[config.mk]
export PLATFORM = sky130hd
export DESIGN_NAME = sertx_top
export DESIGN_NICKNAME = d
export VERILOG_FILES = /design/src/rtl/sertx_pkg.sv /design/src/rtl/sertx_baud.sv /design/src/rtl/sertx_hold.sv /design/src/rtl/sertx_shift.sv /design/src/rtl/sertx_top.sv
export SDC_FILE = /design/constraint.sdc
export NUM_CORES = 1
export LEC_CHECK = 0
export ABC_AREA = 1
export ABC_CLOCK_PERIOD_IN_PS = 2650
export BUFFER_PORTS_ARGS = -buffer_cell sky130_fd_sc_hd__buf_2
export CORE_ASPECT_RATIO = 1.1
export CORE_MARGIN = 2
export CORE_UTILIZATION = 30
export CTS_CLUSTER_DIAMETER = 150
export CTS_CLUSTER_SIZE = 24
export DETAILED_ROUTE_END_ITERATION = 8
export RECOVER_POWER = 25
export SLEW_MARGIN = 20
export SYNTH_ARGS = -nofsm -noshare
export SYNTH_HDL_FRONTEND = slang
export SYNTH_SLANG_ARGS = --single-unit
[constraint.sdc]
create_clock -name clk_i -period 2.65 [get_ports clk_i]
set_input_delay 0.1325 -clock clk_i [delete_from_list [all_inputs] [get_ports clk_i]]
set_output_delay 0.1325 -clock clk_i [all_outputs]
set_load 0.02 [all_outputs]
[src/rtl/sertx_pkg.sv]
package sertx_pkg;
  typedef enum logic [1:0] {
    ST_IDLE  = 2'd0,
    ST_START = 2'd1,
    ST_DATA  = 2'd2,
    ST_STOP  = 2'd3
  } tx_state_e;
endpackage

[src/rtl/sertx_baud.sv]
module sertx_baud #(
  parameter int unsigned DIV_W = 8,
  parameter int unsigned HS_SH = 4,
  parameter int unsigned LS_SH = 6
) (
  input  logic             clk_i,
  input  logic             rst_ni,
  input  logic             run_i,
  input  logic [DIV_W-1:0] div_i,
  input  logic             hs_i,
  output logic             tick_o
);
  localparam int unsigned MAX_SH = (HS_SH > LS_SH) ? HS_SH : LS_SH;
  localparam int unsigned CNT_W  = DIV_W + MAX_SH;

  logic [CNT_W-1:0] cnt_q, lim;
  logic [CNT_W:0]   per;
  logic [DIV_W:0]   cfg_q;
  logic             reload;

  assign reload = ({hs_i, div_i} != cfg_q);

  always_comb begin
    per = (CNT_W+1)'(div_i) + 1'b1;
    per = hs_i ? (per << HS_SH) : (per << LS_SH);
    lim = CNT_W'(per - 1'b1);
  end

  always_ff @(posedge clk_i or negedge rst_ni) begin
    if (!rst_ni) begin
      cnt_q <= '0;
      cfg_q <= '0;
    end else begin
      cfg_q <= {hs_i, div_i};
      if (!run_i || reload || cnt_q == lim) cnt_q <= '0;
      else                                  cnt_q <= cnt_q + 1'b1;
    end
  end

  assign tick_o = run_i && !reload && (cnt_q == lim);

  // shortest period is 2**HS_SH cycles, so ticks never touch
  p_tick_gap_r7: assert property (@(posedge clk_i) disable iff (!rst_ni)
    tick_o |=> !tick_o);
endmodule

[src/rtl/sertx_hold.sv]
module sertx_hold #(
  parameter int unsigned DW = 8
) (
  input  logic          clk_i,
  input  logic          rst_ni,
  input  logic          en_i,
  input  logic          wr_i,
  input  logic          direct_i,
  input  logic          take_i,
  input  logic [DW-1:0] data_i,
  output logic          full_o,
  output logic [DW-1:0] data_o,
  output logic          empty_o
);
  logic          full_q, empty_q;
  logic [DW-1:0] data_q;

  always_ff @(posedge clk_i or negedge rst_ni) begin
    if (!rst_ni) begin
      full_q  <= 1'b0;
      empty_q <= 1'b1;
      data_q  <= '0;
    end else if (!en_i) begin
      full_q  <= 1'b0;
      empty_q <= 1'b1;
    end else begin
      empty_q <= ~full_q;  // flag trails the register by one cycle
      if (wr_i && !direct_i) begin
        full_q <= 1'b1;
        data_q <= data_i;
      end else if (take_i) begin
        full_q <= 1'b0;
      end
    end
  end

  assign full_o  = full_q;
  assign data_o  = data_q;
  assign empty_o = empty_q;

  p_flag_lag_r4: assert property (@(posedge clk_i) disable iff (!rst_ni)
    $rose(full_q) |-> empty_q);
endmodule

[src/rtl/sertx_shift.sv]
module sertx_shift
  import sertx_pkg::*;
#(
  parameter int unsigned DW = 8
) (
  input  logic          clk_i,
  input  logic          rst_ni,
  input  logic          en_i,
  input  logic          tick_i,
  input  logic          mode9_i,
  input  logic          bit9_i,
  input  logic          load_i,
  input  logic [DW-1:0] load_data_i,
  output logic          can_take_o,
  output logic          busy_o,
  output logic          serial_o,
  output logic          empty_o
);
  localparam int unsigned IDX_W = $clog2(DW + 1);

  tx_state_e        state_q;
  logic [DW:0]      sh_q;
  logic [IDX_W-1:0] idx_q;
  logic             nb9_q, staged_q, last;

  assign last = (idx_q == (nb9_q ? IDX_W'(DW) : IDX_W'(DW - 1)));

  assign can_take_o = en_i && ((state_q == ST_IDLE) ||
                               (state_q == ST_STOP && !staged_q) ||
                               (state_q == ST_DATA && tick_i && last));

  always_ff @(posedge clk_i or negedge rst_ni) begin
    if (!rst_ni) begin
      state_q  <= ST_IDLE;
      sh_q     <= '0;
      idx_q    <= '0;
      nb9_q    <= 1'b0;
      staged_q <= 1'b0;
    end else if (!en_i) begin
      state_q  <= ST_IDLE;
      staged_q <= 1'b0;
    end else begin
      unique case (state_q)
        ST_IDLE:  if (load_i) begin
          state_q <= ST_START;
          idx_q   <= '0;
        end
        ST_START: if (tick_i) begin
          state_q <= ST_DATA;
          idx_q   <= '0;
        end
        ST_DATA:  if (tick_i) begin
          sh_q <= {1'b0, sh_q[DW:1]};
          if (last) state_q <= ST_STOP;
          else      idx_q   <= idx_q + 1'b1;
        end
        ST_STOP:  if (tick_i) begin
          state_q  <= (staged_q || load_i) ? ST_START : ST_IDLE;
          staged_q <= 1'b0;
          idx_q    <= '0;
        end
        default:  state_q <= ST_IDLE;
      endcase
      if (load_i) begin
        sh_q  <= {bit9_i & mode9_i, load_data_i};
        nb9_q <= mode9_i;
        if (state_q != ST_IDLE && !(state_q == ST_STOP && tick_i))
          staged_q <= 1'b1;
      end
    end
  end

  always_comb begin
    unique case (state_q)
      ST_START: serial_o = 1'b0;
      ST_DATA:  serial_o = sh_q[0];
      default:  serial_o = 1'b1;
    endcase
  end

  assign busy_o  = (state_q != ST_IDLE);
  assign empty_o = (state_q == ST_IDLE) || (state_q == ST_STOP && !staged_q);

  p_no_gap_r5: assert property (@(posedge clk_i) disable iff (!rst_ni)
    (en_i && state_q == ST_STOP && staged_q && tick_i) |=> (state_q == ST_START));
  p_bit_index_r2: assert property (@(posedge clk_i) disable iff (!rst_ni)
    (state_q == ST_DATA) |-> (idx_q <= IDX_W'(DW)));
  p_load_legal_r3: assert property (@(posedge clk_i) disable iff (!rst_ni)
    load_i |-> can_take_o);
endmodule

[src/rtl/sertx_top.sv]
module sertx_top #(
  parameter int unsigned DW    = 8,
  parameter int unsigned DIV_W = 8,
  parameter int unsigned HS_SH = 4,
  parameter int unsigned LS_SH = 6
) (
  input  logic             clk_i,
  input  logic             rst_ni,
  input  logic             tx_en_i,
  input  logic             wr_i,
  input  logic [DW-1:0]    wr_data_i,
  input  logic             bit9_i,
  input  logic             mode9_i,
  input  logic [DIV_W-1:0] div_i,
  input  logic             hs_i,
  output logic             serial_o,
  output logic             hold_empty_o,
  output logic             shift_empty_o
);
  logic          can_take, busy, tick, hold_full, direct, take_hold, load;
  logic [DW-1:0] hold_data, load_data;

  assign direct    = wr_i && tx_en_i && can_take && !hold_full;
  assign take_hold = can_take && hold_full;
  assign load      = direct || take_hold;
  assign load_data = hold_full ? hold_data : wr_data_i;

  sertx_baud #(.DIV_W(DIV_W), .HS_SH(HS_SH), .LS_SH(LS_SH)) i_baud (
    .clk_i  (clk_i),
    .rst_ni (rst_ni),
    .run_i  (busy && tx_en_i),
    .div_i  (div_i),
    .hs_i   (hs_i),
    .tick_o (tick)
  );

  sertx_hold #(.DW(DW)) i_hold (
    .clk_i    (clk_i),
    .rst_ni   (rst_ni),
    .en_i     (tx_en_i),
    .wr_i     (wr_i && tx_en_i),
    .direct_i (direct),
    .take_i   (take_hold),
    .data_i   (wr_data_i),
    .full_o   (hold_full),
    .data_o   (hold_data),
    .empty_o  (hold_empty_o)
  );

  sertx_shift #(.DW(DW)) i_shift (
    .clk_i       (clk_i),
    .rst_ni      (rst_ni),
    .en_i        (tx_en_i),
    .tick_i      (tick),
    .mode9_i     (mode9_i),
    .bit9_i      (bit9_i),
    .load_i      (load),
    .load_data_i (load_data),
    .can_take_o  (can_take),
    .busy_o      (busy),
    .serial_o    (serial_o),
    .empty_o     (shift_empty_o)
  );

  p_direct_pass_r3: assert property (@(posedge clk_i) disable iff (!rst_ni)
    (wr_i && tx_en_i && shift_empty_o && !hold_full && hold_empty_o)
    |=> (hold_empty_o && !shift_empty_o && !serial_o));
  p_abort_r11: assert property (@(posedge clk_i) disable iff (!rst_ni)
    !tx_en_i |=> (serial_o && hold_empty_o && shift_empty_o));
  p_stop_line_r6: assert property (@(posedge clk_i) disable iff (!rst_ni)
    shift_empty_o |-> serial_o);
endmodule

==> metrics.cfg <==
[run_status]
status=finished, violations left
violations=capacitance limit, slew limit

[worst_setup_path]
path_depth=17
crit_slowest_cell=dfrtp_1
crit_path_max_incr_delay_ns=0.37
path_class=flop to flop
reg2reg_to=i_hold.full_o
critPathMaxFanout=12
endpoint=i_hold.full_o
critical_path_buf_inv_count=2
crit_start=i_baud.cnt_q[0]
path_cells=ha_1 -> nand2_1 -> inv_1 -> nand2_1 -> nor3_2 -> nand2_1 -> nor2_1 -> nand2_1 -> nor2_1 -> nand3_2 -> nor2_4 -> nand3_2 -> nand2_2 -> buf_12 -> nand2_2 -> nand3_2 -> o21ai_1
cp-start-kind=flop
cp.arrival_ns=2.54
critPathMostFrequentCell=nand2_1
rr_worst_depth=17
crit_path_end_kind=flop
reg2reg_from=i_baud.cnt_q[0]
reg2reg_slack_ns=0.28
cp_top_family=simple AND/OR/NAND/NOR gates
worst_ep_required_time_ns=2.82

[floorplan]
die_w_microns=103
die-area_sq_um=11700
io_pins=26
core.rowCount=39
initial_core_util=0.311
die_h_microns=113
core_area_sq_um=10500

[cts]
worstSkewPairLatency_ns=0.29
clkTransAtPathRegs_ns=0.07
post_cts_buffers=0
cts_root_buffer=clkbuf_16
tritoncts=done
cts_buffers=5
cts.sinks=50
cts_buffer_depth=2
h-tree-depth=2

[power_and_ir_drop]
intPower_uw=1760
fin_total_pwr_uw=2740
power_density_nw_per_um2=730
p_clk_frac=0.265
vdd_drop_max_mv=0.297
switching_power_uw=982
p_leak_uw=0.00180
combPwrFrac=0.356
pwr-share-seq=0.379
power.share.switching=0.358

[synthesis]
yosys_warnings=0
syn_inst=449
syn_area_sq_um=3260
avgSynthCellArea_sq_um=7.27
yosysUniqueCellTypes=36
ys_seq_area_frac=0.384
synth_flop_cell=dfrtp_1
syn_nets=481
synth-async-reset-ratio=1.00
synth_enable_flop_cells=0
ys_seq_elements=50

[sta]
worst-slew-pin-transition_ns=1.51
finalMaxSlewViolations=26
holdWs_ns=0.0459
finalSetupTns_ns=0
slew_headroom=-0.00352
fin_crit_ns=2.37
hold_viol=0
fin_crit_sh=0.893
setup_viol=0
rsz0062_at_grt=no
finalClockSkew_ns=0.00804
max_clock_freq_ghz=0.423

[placed_design]
place_congestion=0.814
placed_cells=616
post-dp-hpwl_mm=5.45
place_area_sq_um=3580
io_buffer_count=25

[cells_and_area]
areaGrowthSynthToFinish_pct=15.1
nets=514
n_antenna_cell=0
drive_gt1_frac=0.149
stdcell_count=626
final_area_sq_um=3760
fillers=1114

[global_route]
grt_pass1_wl_mm=12.5
grt_usage=0.132
antenna_found_initial=0
grt.overflow.total=0
first_global_vias=2933
grt_max_degree=27

[route]
via_count=2902
ant_nets=0
drtIter0Drc=107
viasPerCell=4.64
post_drt_wl_per_cell_microns=11.4
drc=0
dr.pass1.iters=4
wl_mm=7.11

[run]
max_cap_viol_count=1

[hold_path]
min_from=div_i[4]
hold_class=primary input to flop

-- cells in the final DEF, fill, tap and decap left out, types with 4 or more instances in the layout --
cell       count
a21oi_1       11
buf_2         18
buf_4          8
clkbuf_1      10
clkbuf_16      5
dfrtp_1       49
ha_1           9
inv_1         45
inv_2          4
nand2_1      124
nand2_2        8
nand3_1       46
nand3_2        8
nand3b_1       8
nand4_1        6
nor2_1        45
nor2_2         5
nor3_1         6
nor3b_1        5
o21ai_0       17
o21ai_1       11
or2_2          4
xnor2_1        4
xor2_1         7
-- cell usage after synthesis (3+ instances only) --
library cell,number,share of area
a21oi_1,11,0.017
buf_2,4,0.0061
buf_6,3,0.010
clkbuf_1,3,0.0034
dfrtp_1,49,0.38
ha_1,9,0.034
inv_1,45,0.052
inv_2,4,0.0046
nand2_1,124,0.14
nand2_2,8,0.015
nand3_1,46,0.071
nand3_2,7,0.021
nand3b_1,8,0.018
nand4_1,6,0.011
nor2_1,45,0.052
nor2_2,5,0.0096
nor3_1,7,0.011
nor3b_1,5,0.011
o21ai_0,17,0.026
o21ai_1,11,0.017
or2_2,4,0.0077
xnor2_1,4,0.011
xor2_1,7,0.019
-- metrics by stage --
step | utilization | setup WS (ns)
after global placement | 0.342 | 0.0269
after detailed placement | 0.342 | -0.00251
final | 0.358 | 0.285
after global routing | 0.358 | 0.0176
after floorplan | - | 0.424
after CTS | 0.358 | 0.270
-- what timing repair did --
action | 4_1_cts | 5_1_grt
hold buffers | 1 | 0
resized for setup | 0 | 1
endpoints found under the hold margin | 25 | 0
setup endpoints to repair | 0 | 8
-- worst min path at each step --
stage	end	slack [ns]	cells past startpoint
2_1_floorplan	i_baud.cfg_q[0]	-0.16	0
3_3_place_gp	i_shift.idx_q[3]	0.18	1
3_5_place_dp	i_shift.state_q[0]	0.19	1
4_1_cts	i_baud.cfg_q[4]	0.01	1
5_1_grt	i_baud.cfg_q[7]	0.05	1
6_report	i_baud.cfg_q[4]	0.05	1
-- power groups by stage --
stage          clock network (uW)  registers [uW]  logic (uW)
2_1_floorplan                   0            1030         722
3_3_place_gp                    0            1050         955
3_5_place_dp                    0            1060         974
4_1_cts                       748            1040         980
5_1_grt                       782            1070        1130
6_report                      726            1040         977
-- routing by layer --
metal / part of all wire / GRT usage / vias up / wire [microns]
met4: 0.017 / 0.0404 / 0 / 119
met5: 0 / 0 / - / 0
li1: - / - / 1516 / -
met1: 0.44 / 0.153 / 1338 / 3100
met2: 0.51 / 0.241 / 38 / 3660
met3: 0.033 / 0.0276 / 10 / 234
-- layout make-up --
type                    instances  area, sq um  share of cell area
clock buffers                   6          129              0.0343
clock inverters                 2         37.5             0.00999
flip-flops and latches         50         1250               0.333
well taps                     143          179              0.0476
repair buffers                 37          214              0.0569
multi-input cells             339         1760               0.469
inverters                      49          184              0.0489
-- kinds of logic after synthesis --
logic type | share of synthesized area
XOR/XNOR | 0.0295
flip-flops | 0.384
buffers and inverters | 0.0809
AND/OR/NAND/NOR | 0.396
AO/OA/AOI/OAI | 0.0751
adder cells (fa/ha/maj) | 0.0345
-- state kept, by name, summed over array words and instances (netlist names) --
signal and cells:
i_shift.idx_q 4, i_shift.nb9_q 1, i_hold.data_o 8, i_baud.cfg_q 9, i_shift.state_q 2, i_hold.empty_o 1, i_baud.cnt_q 14, i_shift.staged_q 1
i_hold.full_o 1, i_shift.sh_q 9
No activity file was read; power rests on OpenSTA's default activity.
